$ cat config.mk
export PLATFORM = sky130hd
export DESIGN_NAME = scan480_sequencer
export DESIGN_NICKNAME = d
export VERILOG_FILES = /design/src/rtl/scan480_pkg.sv /design/src/rtl/scan480_tick.sv /design/src/rtl/scan480_timing.sv /design/src/rtl/scan480_pixel_path.sv /design/src/rtl/scan480_sequencer.sv
export SDC_FILE = /design/constraint.sdc
export NUM_CORES = 1
export LEC_CHECK = 0
export ABC_AREA = 1
export BUFFER_PORTS_ARGS = -buffer_cell sky130_fd_sc_hd__buf_2
export CAP_MARGIN = 20
export CELL_PAD_IN_SITES_DETAIL_PLACEMENT = 1
export CELL_PAD_IN_SITES_GLOBAL_PLACEMENT = 1
export CORE_ASPECT_RATIO = 0.9
export CORE_MARGIN = 3
export CORE_UTILIZATION = 30
export DETAILED_ROUTE_END_ITERATION = 8
export PLACE_DENSITY_LB_ADDON = 0.2
export SETUP_SLACK_MARGIN = 0.02
export SLEW_MARGIN = 20
export SYNTH_ARGS = -nofsm -noshare
export SYNTH_HDL_FRONTEND = slang
export SYNTH_SLANG_ARGS = --single-unit
export TNS_END_PERCENT = 20
$ cat constraint.sdc
create_clock -name clk -period 2.3 [get_ports clk]
set_input_delay 0.115 -clock clk [delete_from_list [all_inputs] [get_ports clk]]
set_output_delay 0.115 -clock clk [all_outputs]
set_load 0.01 [all_outputs]
$ cat src/rtl/scan480_pkg.sv
package scan480_pkg;

  // Widen 5:6:5 into 8:8:8 by repeating each channel's top bits below it.
  function automatic logic [23:0] widen565(input logic [15:0] w);
    logic [4:0] r5;
    logic [5:0] g6;
    logic [4:0] b5;
    r5 = w[15:11];
    g6 = w[10:5];
    b5 = w[4:0];
    return {r5, r5[4:2], g6, g6[5:4], b5, b5[4:2]};
  endfunction

  // Counter step with wrap at a terminal value.
  function automatic int unsigned wrap_step(input int unsigned cur, input int unsigned last);
    return (cur == last) ? 0 : cur + 1;
  endfunction

endpackage

$ cat src/rtl/scan480_tick.sv
module scan480_tick #(
  parameter int unsigned CLK_DIV = 10
) (
  input  logic clk,
  input  logic rst,
  output logic tick
);
  localparam int unsigned DW = (CLK_DIV > 1) ? $clog2(CLK_DIV) : 1;
  localparam logic [DW-1:0] LAST = DW'(CLK_DIV - 1);

  logic [DW-1:0] phase;

  always_ff @(posedge clk) begin
    if (rst)               phase <= '0;
    else if (phase == LAST) phase <= '0;
    else                    phase <= phase + 1'b1;
  end

  assign tick = (phase == LAST);
endmodule

$ cat src/rtl/scan480_timing.sv
module scan480_timing #(
  parameter int unsigned H_FRONT  = 32,
  parameter int unsigned H_SYNC   = 64,
  parameter int unsigned H_BACK   = 42,
  parameter int unsigned BORDER_L = 40,
  parameter int unsigned IMAGE_W  = 640,
  parameter int unsigned BORDER_R = 40,
  parameter int unsigned V_SYNC   = 2,
  parameter int unsigned V_TOP    = 25,
  parameter int unsigned V_ACT    = 480,
  parameter int unsigned V_BOT    = 18
) (
  input  logic clk,
  input  logic rst,
  input  logic tick,
  output logic in_hsync,
  output logic in_left,
  output logic in_image,
  output logic in_right,
  output logic in_vsync,
  output logic in_active
);
  import scan480_pkg::*;

  localparam int unsigned HS0 = H_FRONT;
  localparam int unsigned HB0 = HS0 + H_SYNC;
  localparam int unsigned HL0 = HB0 + H_BACK;
  localparam int unsigned HI0 = HL0 + BORDER_L;
  localparam int unsigned HR0 = HI0 + IMAGE_W;
  localparam int unsigned HT  = HR0 + BORDER_R;
  localparam int unsigned VA0 = V_SYNC + V_TOP;
  localparam int unsigned VB0 = VA0 + V_ACT;
  localparam int unsigned VT  = VB0 + V_BOT;
  localparam int unsigned HW  = $clog2(HT);
  localparam int unsigned VW  = $clog2(VT);

  logic [HW-1:0] hpos;
  logic [VW-1:0] vpos;
  logic          line_last;

  assign line_last = (hpos == HW'(HT - 1));

  always_ff @(posedge clk) begin
    if (rst) begin
      hpos <= '0;
      vpos <= '0;
    end else if (tick) begin
      hpos <= HW'(wrap_step(32'(hpos), HT - 1));
      if (line_last) vpos <= VW'(wrap_step(32'(vpos), VT - 1));
    end
  end

  always_comb begin
    in_hsync  = (hpos >= HW'(HS0)) && (hpos < HW'(HB0));
    in_left   = (hpos >= HW'(HL0)) && (hpos < HW'(HI0));
    in_image  = (hpos >= HW'(HI0)) && (hpos < HW'(HR0));
    in_right  = (hpos >= HW'(HR0));
    in_vsync  = (vpos < VW'(V_SYNC));
    in_active = (vpos >= VW'(VA0)) && (vpos < VW'(VB0));
  end
endmodule

$ cat src/rtl/scan480_pixel_path.sv
module scan480_pixel_path (
  input  logic        clk,
  input  logic        rst,
  input  logic        tick,
  input  logic        in_hsync,
  input  logic        in_left,
  input  logic        in_image,
  input  logic        in_right,
  input  logic        in_vsync,
  input  logic        in_active,
  input  logic        pix_valid,
  input  logic [15:0] pix_data,
  input  logic [23:0] border_left,
  input  logic [23:0] border_right,
  output logic        pix_ready,
  output logic        take,
  output logic        starve,
  output logic [23:0] rgb_out,
  output logic        de,
  output logic        hsync_n,
  output logic        vsync_n,
  output logic        underflow
);
  import scan480_pkg::*;

  logic        img_slot;
  logic        vis_slot;
  logic [23:0] colour_nxt;

  assign img_slot  = in_active && in_image;
  assign vis_slot  = in_active && (in_left || in_image || in_right);
  assign pix_ready = tick && img_slot;
  assign take      = pix_ready && pix_valid;
  assign starve    = pix_ready && !pix_valid;

  always_comb begin
    colour_nxt = '0;
    if (in_active) begin
      if (in_left)                     colour_nxt = border_left;
      else if (in_right)               colour_nxt = border_right;
      else if (in_image && pix_valid)  colour_nxt = widen565(pix_data);
    end
  end

  always_ff @(posedge clk) begin
    if (rst) begin
      rgb_out   <= '0;
      de        <= 1'b0;
      hsync_n   <= 1'b1;
      vsync_n   <= 1'b1;
      underflow <= 1'b0;
    end else begin
      if (tick) begin
        rgb_out <= colour_nxt;
        de      <= vis_slot;
        hsync_n <= !in_hsync;
        vsync_n <= !in_vsync;
      end
      if (starve) underflow <= 1'b1;
    end
  end
endmodule

$ cat src/rtl/scan480_sequencer.sv
module scan480_sequencer #(
  parameter int unsigned CLK_DIV  = 10,
  parameter int unsigned H_FRONT  = 32,
  parameter int unsigned H_SYNC   = 64,
  parameter int unsigned H_BACK   = 42,
  parameter int unsigned BORDER_L = 40,
  parameter int unsigned IMAGE_W  = 640,
  parameter int unsigned BORDER_R = 40,
  parameter int unsigned V_SYNC   = 2,
  parameter int unsigned V_TOP    = 25,
  parameter int unsigned V_ACT    = 480,
  parameter int unsigned V_BOT    = 18
) (
  input  logic        clk,
  input  logic        rst,
  input  logic        pix_valid,
  input  logic [15:0] pix_data,
  output logic        pix_ready,
  input  logic [23:0] border_left,
  input  logic [23:0] border_right,
  output logic [23:0] rgb_out,
  output logic        de,
  output logic        hsync_n,
  output logic        vsync_n,
  output logic        underflow
);
  // Named internal events, brought out for the checker.
  logic tick;
  logic take;
  logic starve;
  logic in_hsync, in_left, in_image, in_right, in_vsync, in_active;

  scan480_tick #(.CLK_DIV(CLK_DIV)) u_tick (
    .clk (clk),
    .rst (rst),
    .tick(tick)
  );

  scan480_timing #(
    .H_FRONT(H_FRONT), .H_SYNC(H_SYNC), .H_BACK(H_BACK),
    .BORDER_L(BORDER_L), .IMAGE_W(IMAGE_W), .BORDER_R(BORDER_R),
    .V_SYNC(V_SYNC), .V_TOP(V_TOP), .V_ACT(V_ACT), .V_BOT(V_BOT)
  ) u_timing (
    .clk      (clk),
    .rst      (rst),
    .tick     (tick),
    .in_hsync (in_hsync),
    .in_left  (in_left),
    .in_image (in_image),
    .in_right (in_right),
    .in_vsync (in_vsync),
    .in_active(in_active)
  );

  scan480_pixel_path u_path (
    .clk         (clk),
    .rst         (rst),
    .tick        (tick),
    .in_hsync    (in_hsync),
    .in_left     (in_left),
    .in_image    (in_image),
    .in_right    (in_right),
    .in_vsync    (in_vsync),
    .in_active   (in_active),
    .pix_valid   (pix_valid),
    .pix_data    (pix_data),
    .border_left (border_left),
    .border_right(border_right),
    .pix_ready   (pix_ready),
    .take        (take),
    .starve      (starve),
    .rgb_out     (rgb_out),
    .de          (de),
    .hsync_n     (hsync_n),
    .vsync_n     (vsync_n),
    .underflow   (underflow)
  );
endmodule

==> results.json, run 1 <==
{
  "synthFlopType": "dfxtp_1",
  "drv_cap": 0,
  "multi_input_area_um2": 1760,
  "yosysWarnings": 0,
  "synth.avg_cell_area_um2": 6.34,
  "portBuffers": 95,
  "setup_viol": 0,
  "holdCritPathClass": "primary input to register",
  "crit_path_max_fanout": 6,
  "wl_per_cell_um": 14.1,
  "grt_pass1_wl_um": 16900,
  "fmax_mhz": 491,
  "fp.dieH_um": 104,
  "htree_num_levels": 2,
  "drtIter0Drc": 97,
  "endpoint_kind": "primary output",
  "design.core.area_um2": 10000,
  "synth_common_cells": "nand2_1 (181), inv_1 (66), dfxtp_1 (52)",
  "fill_cells": 1351,
  "yosysSeqAreaShare_pct": 32.8,
  "drv_slew": 0,
  "drcViolationCount": 0,
  "worst-r2r-cell-count": 13,
  "layout-drive-gt1-share_pct": 23.6,
  "clk_pin_slew_ps": 70,
  "worstHoldStart": "border_left[22]",
  "grtUsageTotal_pct": 17.5,
  "r2r-end": "u_path.rgb_out[5]$_SDFFE_PP0N_",
  "rsz0062_at_grt": "false",
  "hold_slack_ps": 113,
  "start_kind": "register",
  "layout_setup_ws_ps": 262,
  "wirelength_um": 10200,
  "finalHoldViolCount": 0,
  "p_leak_nw": 2.15,
  "r2r_setup_slack_ps": 290,
  "timing.setup.tns_ps": 0,
  "required_ps": 2180,
  "final.period_utilization_pct": 88.6,
  "outcome": "finished clean",
  "vias_per_cell": 4.65,
  "mappedNetlistArea_um2": 3170,
  "path_class": "register to primary output",
  "fin_skew_ps": 3.64,
  "numCtsBuffers": 5,
  "die_w_um": 114,
  "r2r_start": "u_tick.phase[0]$_SDFF_PP0_",
  "holdPathStages": 5,
  "antenna_found_initial": 0,
  "grt_overflow_total": 0,
  "syn_nets": 574,
  "insertion_delay_ps": 290,
  "relSlewSlack_pct": 70.8,
  "postCtsSetupBuffers": 0,
  "cts_tree": "done",
  "synth_edf_count": 0,
  "synth_area_leaders": "dfxtp_1 (33%), nand2_1 (21%), inv_1 (7.8%), o21ai_0 (4.4%), nor2_1 (3.7%)",
  "pin_count": 96,
  "gp_congestion": 0.855,
  "numClockSinks": 52,
  "core.rowCount": 34,
  "dieArea_um2": 11800,
  "drtAntennaViolNets": 0,
  "yosysTopAreaCell": "dfxtp_1",
  "hpwlAfterDp_um": 7980,
  "grt_pass1_vias": 3451,
  "syn_inst": 500,
  "cts_root_buf": "clkbuf_16",
  "first_pass_iters": 4,
  "fin_nets": 667,
  "pre_cts_ws_ps": 269,
  "cts_buffer_depth": 2,
  "fin_util_pct": 39.4,
  "n_antenna_cell": 0,
  "ys_ff_latch": 52,
  "power_density_nw_per_um2": 475,
  "synth_cell_types": 39,
  "final.min_clock_period_ps": 2040,
  "grt_max_degree": 31,
  "synthArstFlopShare_pct": 0,
  "cp.arrival_ps": 1920,
  "synth.most_common_cell": "nand2_1",
  "dr_total_vias": 3349,
  "regArea_um2": 1040,
  "hold_end": "u_path.rgb_out[22]$_SDFFE_PP0N_",
  "worst_slew_pin_slew_ps": 438,
  "syn_to_final_growth_pct": 24.2,
  "yosys.area.top_type_share_pct": 32.8,
  "start_util_pct": 31.7,
  "ir_drop_mv": 0.257
}
timing repair:
action	in CTS	in global routing
gates resized for setup	0	1
setup endpoints to repair	0	1
hold buffers	0	0
worst max-delay path, stage by stage (launching register included):
cell     delay, ps
dfxtp_1        390
ha_1           160
inv_1           40
nor2_2          90
nand2_2        120
inv_2          110
nand3_1         70
or2_1          260
nor2_1         200
buf_2          180
layout by cell type, fill, tap and decap left out, types with 2 or more instances in the layout:
cell type,count
nand2_1,181
buf_2,95
inv_1,66
dfxtp_1,52
nor2_1,30
o21ai_0,28
nand3_1,23
a21oi_1,14
nand4_1,13
or2_1,11
nor3_1,8
nand2_2,7
o21ai_2,7
ha_1,7
nor2_2,5
inv_2,5
clkbuf_16,5
or2_0,4
buf_4,4
nor2_4,3
xor2_1,3
nor3b_1,3
clkinv_1,2
nand2_4,2
buf_12,2
routing by layer:
layer	track usage, %	part of all wire (%)	wire (µm)	vias to the layer above
li1	-	-	-	1746
met1	24.4	49	5010	1532
met2	28.2	46	4680	62
met3	2.74	3.6	363	9
met4	3.90	1.2	117	0
met5	0	0	0	-
logic make-up after synthesis:
family | synth area share [%]
AOI/OAI and AO/OA | 10.5
xor gates and xnor gates | 1.11
adders and majority gates | 2.76
buffers and inverters | 12.0
DFF | 32.8
and+or+nand+nor | 40.8
metrics by stage:
stage / area (µm²) / power, mW / instances
CTS: 3930 / 1.90 / 720
detailed placement: 3770 / 1.03 / 712
global route: 3940 / 1.95 / 720
global placement: 3770 / 1.03 / 712
finish: 3940 / 1.87 / 720
floorplan: 3170 / 0.959 / 500
report_power, final:
group,switching [mW],internal (mW),total [mW]
clock network,0.347,0.513,0.860
registers,0.00486,0.904,0.909
logic,0.0502,0.0520,0.102
total,0.402,1.47,1.87
state kept, by name (all words and copies together), names as in the netlist:
signal / flops
u_path.vsync_n: 1
u_path.underflow: 1
u_path.rgb_out: 24
u_path.de: 1
u_timing.hpos: 10
u_path.hsync_n: 1
u_timing.vpos: 10
u_tick.phase: 4
how the worst max path moves through the flow:
stage | from | end | slack [ps] | depth (start not counted)
2_1_floorplan | u_tick.phase[0]$_SDFF_PP0_ | u_path.rgb_out[0]$_SDFFE_PP0N_ | 630 | 13
3_3_place_gp | u_timing.hpos[5]$_SDFFE_PP0N_ | u_path.rgb_out[22]$_SDFFE_PP0N_ | 320 | 12
3_5_place_dp | u_timing.hpos[5]$_SDFFE_PP0N_ | u_path.rgb_out[10]$_SDFFE_PP0N_ | 270 | 12
4_1_cts | u_timing.hpos[7]$_SDFFE_PP0N_ | u_path.rgb_out[10]$_SDFFE_PP0N_ | 250 | 10
5_1_grt | u_tick.phase[0]$_SDFF_PP0_ | u_path.rgb_out[6]$_SDFFE_PP0N_ | 30 | 13
6_report | u_tick.phase[0]$_SDFF_PP0_ | pix_ready | 260 | 9
final cells by class:
class | count | share of cell area [%]
Timing Repair Buffer | 101 | 13.9
Tap cell | 126 | 4.00
Sequential cell | 52 | 26.4
Multi-Input combinational cell | 360 | 44.6
Inverter | 73 | 6.96
Clock inverter | 2 | 0.890
Clock buffer | 6 | 3.27
Power figures use the tool's default switching activity.
==> run 2, diff against run 1 <==
Settings changed: ABC_AREA 1 to default.
==> results.json, run 2 <==
{
  "final_area_um2": 3280,
  "yosysTopAreaCell": "dfxtp_1",
  "hpwlAfterDp_um": 5880,
  "outcome": "finished clean",
  "required_ps": 2180,
  "synth.avg_cell_area_um2": 8.65,
  "largest_reg_flops": 24,
  "cts_tree": "done",
  "synth.area.mux_share_pct": 0.779,
  "layout_commonest_cell": "buf_2",
  "yosysSeqAreaShare_pct": 40.5,
  "use_met3_pct": 3.51,
  "grt_max_degree": 26,
  "power_density_nw_per_um2": 500,
  "synthFlopType": "dfxtp_1",
  "busiest_layer": "met2",
  "p_leak_nw": 1.27,
  "dieArea_um2": 9710,
  "syn_nets": 371,
  "dr_total_vias": 2584,
  "synthSimpleGateAreaFrac_pct": 18.2,
  "fin_nets": 462,
  "cts_hold_buffers": 0,
  "drv_slew": 0,
  "grt_pass1_vias": 2606,
  "cts-resized-gates": 0,
  "rsz0062_at_grt": "false",
  "layout-drive-gt1-share_pct": 30.3,
  "final.min_clock_period_ps": 2130,
  "setup_viol": 0,
  "synth.most_common_cell": "dfxtp_1",
  "antenna_found_initial": 0,
  "postCtsSetupBuffers": 0,
  "drcViolationCount": 0,
  "drtIter0Drc": 59,
  "wirelength_um": 7800,
  "relSlewSlack_pct": 51.4,
  "synth_top_family_by_area": "compound AO/OA/AOI/OAI gates",
  "numCtsBuffers": 5,
  "cp.arrival_ps": 2020,
  "regMostFlops": "u_path.rgb_out",
  "holdCritPathClass": "primary input to register",
  "htree_num_levels": 2,
  "final.period_utilization_pct": 92.8,
  "fp.dieH_um": 93.8,
  "mappedNetlistArea_um2": 2570,
  "pin_count": 96,
  "fin_skew_ps": 11.2,
  "first_pass_iters": 5,
  "yosys.area.top_type_share_pct": 40.5,
  "portBuffers": 95,
  "insertion_delay_ps": 310,
  "drtAntennaViolNets": 0,
  "synthArstFlopShare_pct": 0,
  "start_util_pct": 31.4,
  "syn_to_final_growth_pct": 27.6,
  "n_antenna_cell": 0,
  "largestRegisters": "u_path.rgb_out: 24 flops, u_timing.hpos: 10 flops, u_timing.vpos: 10 flops",
  "ys_ff_latch": 52,
  "synth_edf_count": 0,
  "synth_compound_area_share_pct": 26.8,
  "synthXorXnorAreaFrac_pct": 5.46,
  "die_w_um": 104,
  "synth_cell_types": 44,
  "drv_cap": 0,
  "timing.setup.tns_ps": 0,
  "start_kind": "register",
  "synth_common_cells": "dfxtp_1 (52), a22oi_1 (28), o21ai_1 (28)",
  "yosysWarnings": 0,
  "cts_root_buf": "clkbuf_8",
  "synth_area_leaders": "dfxtp_1 (41%), a22oi_1 (8.2%), o21ai_1 (5.5%), xor2_1 (4.4%), nor2_1 (3.9%)",
  "core.rowCount": 31,
  "ir_drop_mv": 0.235,
  "endpoint_kind": "primary output",
  "grtUsageTotal_pct": 15.5,
  "path_class": "register to primary output",
  "numClockSinks": 52,
  "crit_path_max_fanout": 4,
  "cts_buffer_depth": 2,
  "worst_slew_pin_slew_ps": 726,
  "syn_inst": 297,
  "final_cell_mix": "buf_2 (95), dfxtp_1 (52), a22oi_1 (28), o21ai_1 (28), nor2_1 (26)",
  "fin_util_pct": 40.1,
  "place_area_um2": 3160,
  "design.core.area_um2": 8180,
  "fmax_mhz": 469,
  "finalHoldViolCount": 0,
  "wl_per_cell_um": 15.5,
  "vias_per_cell": 5.13,
  "grt_pass1_wl_um": 12400,
  "gp_congestion": 0.790,
  "clk_pin_slew_ps": 100,
  "synthAdderAreaFrac_pct": 3.41,
  "grt_use_met1_pct": 18.8,
  "met2_usage_pct": 27.3,
  "grt_overflow_total": 0
}
## run 2: changes by cell type in the layout (fill, tap and decap cells not counted), sizes merged, moves of 11 or more
cell   before  now
nor2       38   27
nand2     190   23
nand3      24    3
or2        15    4
a22oi       0   28
inv        71    8
## run 2: cell type report
cell class                 instances  area (µm²)
inverter                           8        30.0
clock inverter                     2        35.0
timing repair buffer             103         539
fill                            1043        4910
sequential                        52        1040
clock buffer                       6        72.6
multi-input combinational        218        1420
tap                              115         144
## run 2: stage by stage
| stage | std cells | setup slack [ps] | hold slack, ps | power, mW |
|---|---|---|---|---|
| finish | 504 | 167 | 33.8 | 1.64 |
| global placement | 496 | 276 | 353 | 1.02 |
| floorplan | 297 | 465 | 267 | 0.952 |
| CTS | 504 | 64.4 | 25.6 | 1.66 |
| detailed placement | 496 | 192 | 361 | 1.02 |
| global route | 504 | 4.11 | 46.5 | 1.70 |
## run 2: path summary, 6_finish.rpt
path	startpoint	endpoint	slack (ps)	cells past startpoint
hold / removal	border_left[16]	u_path.rgb_out[16]$_SDFFE_PP0N_	30	3
setup / recovery	u_timing.vpos[5]$_SDFFE_PP0P_	pix_ready	170	5
hold reg to reg	u_path.rgb_out[4]$_SDFFE_PP0N_	u_path.rgb_out[4]$_SDFFE_PP0N_	450	2
setup reg to reg	u_timing.hpos[0]$_SDFFE_PP0N_	u_path.rgb_out[13]$_SDFFE_PP0N_	260	8
## run 2: per-layer routing
metal / share of wire, % / wire, µm
met1: 45 / 3520
met2: 50 / 3890
met3: 3.7 / 286
met4: 1.4 / 109
met5: 0 / 0
## run 2: kinds of logic after synthesis
| logic type | Yosys count |
|---|---|
| DFF | 52 |
| adders and majority gates | 7 |
| buffers and inverters | 27 |
| and+or+nand+nor | 94 |
| xor gates and xnor gates | 16 |
| AOI/OAI and AO/OA | 99 |
| muxes | 2 |
## run 2: worst max-delay path, cell delays in order (launching register included)
cell and delay [ps]:
dfxtp_1 350, or4_1 600, mux2i_2 330, nor3_1 120, and2_1 180, buf_2 140
## run 2: report_power, final
group          leakage (nW)  internal [mW]  switching [mW]  total (mW)
sequential            0.419          0.904         0.00409       0.908
clock                0.0552          0.324           0.318       0.642
combinational         0.792         0.0482          0.0414      0.0897
total                  1.27           1.28           0.364        1.64
==> run 3, diff against run 2 <==
Settings changed: CORE_UTILIZATION 30 to 35.
==> results.json, run 3 (same netlist as run 2, synthesis figures left out) <==
{
  "outcome": "finished clean",
  "cts_buffer_depth": 2,
  "hpwlAfterDp_um": 5800,
  "numCtsBuffers": 5,
  "ir_drop_mv": 0.253,
  "path_class": "register to primary output",
  "fp.dieH_um": 87.3,
  "r2r_setup_slack_ps": 260,
  "grt_max_degree": 26,
  "internal_power_mw": 1.20,
  "final_cell_mix": "buf_2 (95), dfxtp_1 (52), a22oi_1 (28), o21ai_1 (28), nor2_1 (26)",
  "regMostFlops": "u_path.rgb_out",
  "cp_top_family": "simple AND/OR/NAND/NOR gates",
  "start_kind": "register",
  "grtUsageTotal_pct": 19.1,
  "critPathMaxStageDelay_ps": 580,
  "power_frac_comb_pct": 5.7,
  "wirelength_um": 7670,
  "portBuffers": 95,
  "endpoint": "pix_ready",
  "grt_pass1_vias": 2686,
  "power_density_nw_per_um2": 480,
  "drtAntennaViolNets": 0,
  "switching_power_uw": 362,
  "finalPower_mw": 1.56,
  "final.min_clock_period_ps": 2130,
  "layout_commonest_cell": "buf_2",
  "cts_tree": "done",
  "antenna_found_initial": 0,
  "multi_input_area_um2": 1410,
  "gp_congestion": 0.776,
  "path_buf_inv": 1,
  "setup_viol": 0,
  "required_ps": 2180,
  "final_area_um2": 3250,
  "clk_pin_slew_ps": 100,
  "drv_cap": 0,
  "endpoint_kind": "primary output",
  "dieArea_um2": 8410,
  "vias_per_cell": 5.33,
  "syn_to_final_growth_pct": 26.6,
  "postCtsSetupBuffers": 0,
  "fin_skew_ps": 13.8,
  "regArea_um2": 1040,
  "slowest_stage": "or4_1",
  "r2r-end": "u_timing.vpos[7]$_SDFFE_PP0P_",
  "rsz0062_at_grt": "false",
  "drv_slew": 0,
  "n_antenna_cell": 0,
  "layout-drive-gt1-share_pct": 30.4,
  "relSlewSlack_pct": 64.2,
  "worstPathCellList": "or4_1 -> mux2i_1 -> nor3_1 -> and2_1 -> buf_2",
  "drcViolationCount": 0,
  "htree_num_levels": 2,
  "largestRegisters": "u_path.rgb_out: 24 flops, u_timing.hpos: 10 flops, u_timing.vpos: 10 flops",
  "dr_total_vias": 2564,
  "switching_share_pct": 23.2,
  "start_util_pct": 37.6,
  "power_frac_seq_pct": 58.2,
  "finalHoldViolCount": 0,
  "fin_nets": 464,
  "largest_reg_flops": 24,
  "worst_slew_pin_slew_ps": 532,
  "crit_path_max_fanout": 4,
  "numClockSinks": 52,
  "cp_num_cells": 5,
  "fill_cells": 867,
  "grt_overflow_total": 0,
  "timing.setup.tns_ps": 0,
  "worst-r2r-cell-count": 7,
  "clkPwrFrac_pct": 36.1,
  "pin_count": 96,
  "cts_root_buf": "clkbuf_8",
  "p_leak_nw": 1.27,
  "place_area_um2": 3160,
  "drtIter0Drc": 83,
  "insertion_delay_ps": 320,
  "critPathLaunch": "u_timing.vpos[5]$_SDFFE_PP0P_",
  "first_pass_iters": 4,
  "holdCritPathClass": "primary input to register",
  "grt_pass1_wl_um": 12800,
  "cp.arrival_ps": 2020,
  "design.core.area_um2": 6830,
  "r2r_start": "u_timing.hpos[1]$_SDFFE_PP0N_",
  "die_w_um": 96.3,
  "core.rowCount": 28,
  "wl_per_cell_um": 16.0,
  "fmax_mhz": 469,
  "final.period_utilization_pct": 92.7
}
==> run 3: area by class of cell <==
class	count	share of cell area, %
multi-input combinational	218	43.4
sequential	52	32.0
clock inverter	1	0.231
tap	90	3.46
clock buffer	7	2.65
inverter	8	0.923
timing repair buffer	105	17.3
==> run 3: metrics by stage <==
step	std cells	setup WS (ps)	utilization [%]	hold WS [ps]
6_report	481	168	47.6	37.8
3_5_place_dp	473	247	46.2	362
2_1_floorplan	297	465	-	267
4_1_cts	481	136	47.6	33.3
3_3_place_gp	473	293	46.2	349
5_1_grt	481	22.1	47.6	40.0
==> run 3: layer usage <==
| layer | up-vias | share of wire, % | track usage [%] |
|---|---|---|---|
| li1 | 1280 | - | - |
| met1 | 1212 | 45 | 24.5 |
| met2 | 60 | 49 | 32.7 |
| met3 | 12 | 4.7 | 3.63 |
| met4 | 0 | 1.8 | 5.35 |
| met5 | - | 0 | 0 |
==> run 3: worst min path at each step <==
stage | start | endpoint | slack [ps] | depth (start not counted)
floorplan | border_left[0] | u_path.rgb_out[0]$_SDFFE_PP0N_ | 270 | 2
global placement | border_left[1] | u_path.rgb_out[1]$_SDFFE_PP0N_ | 350 | 3
detailed placement | border_left[5] | u_path.rgb_out[5]$_SDFFE_PP0N_ | 360 | 3
CTS | border_left[2] | u_path.rgb_out[2]$_SDFFE_PP0N_ | 30 | 3
global route | border_left[6] | u_path.rgb_out[6]$_SDFFE_PP0N_ | 40 | 3
finish | border_left[18] | u_path.rgb_out[18]$_SDFFE_PP0N_ | 40 | 3
==> run 3: repair_timing <==
item	CTS	global route
resized for setup	0	1
setup endpoints to repair	0	1
hold buffers	0	0
endpoints found under the hold margin	0	0
==> run 3: power by group through the flow <==
stage               clock network (mW)  logic [mW]  registers, mW
global route                     0.616       0.100          0.909
floorplan                            0      0.0231          0.928
finish                           0.563      0.0883          0.908
detailed placement                   0      0.0898          0.929
global placement                     0      0.0864          0.929
CTS                              0.585      0.0900          0.909
==> run 3: tightest hold or removal path, cell delays in order <==
cell and delay, ps:
buf_2 80, a22oi_1 60, o21ai_1 60
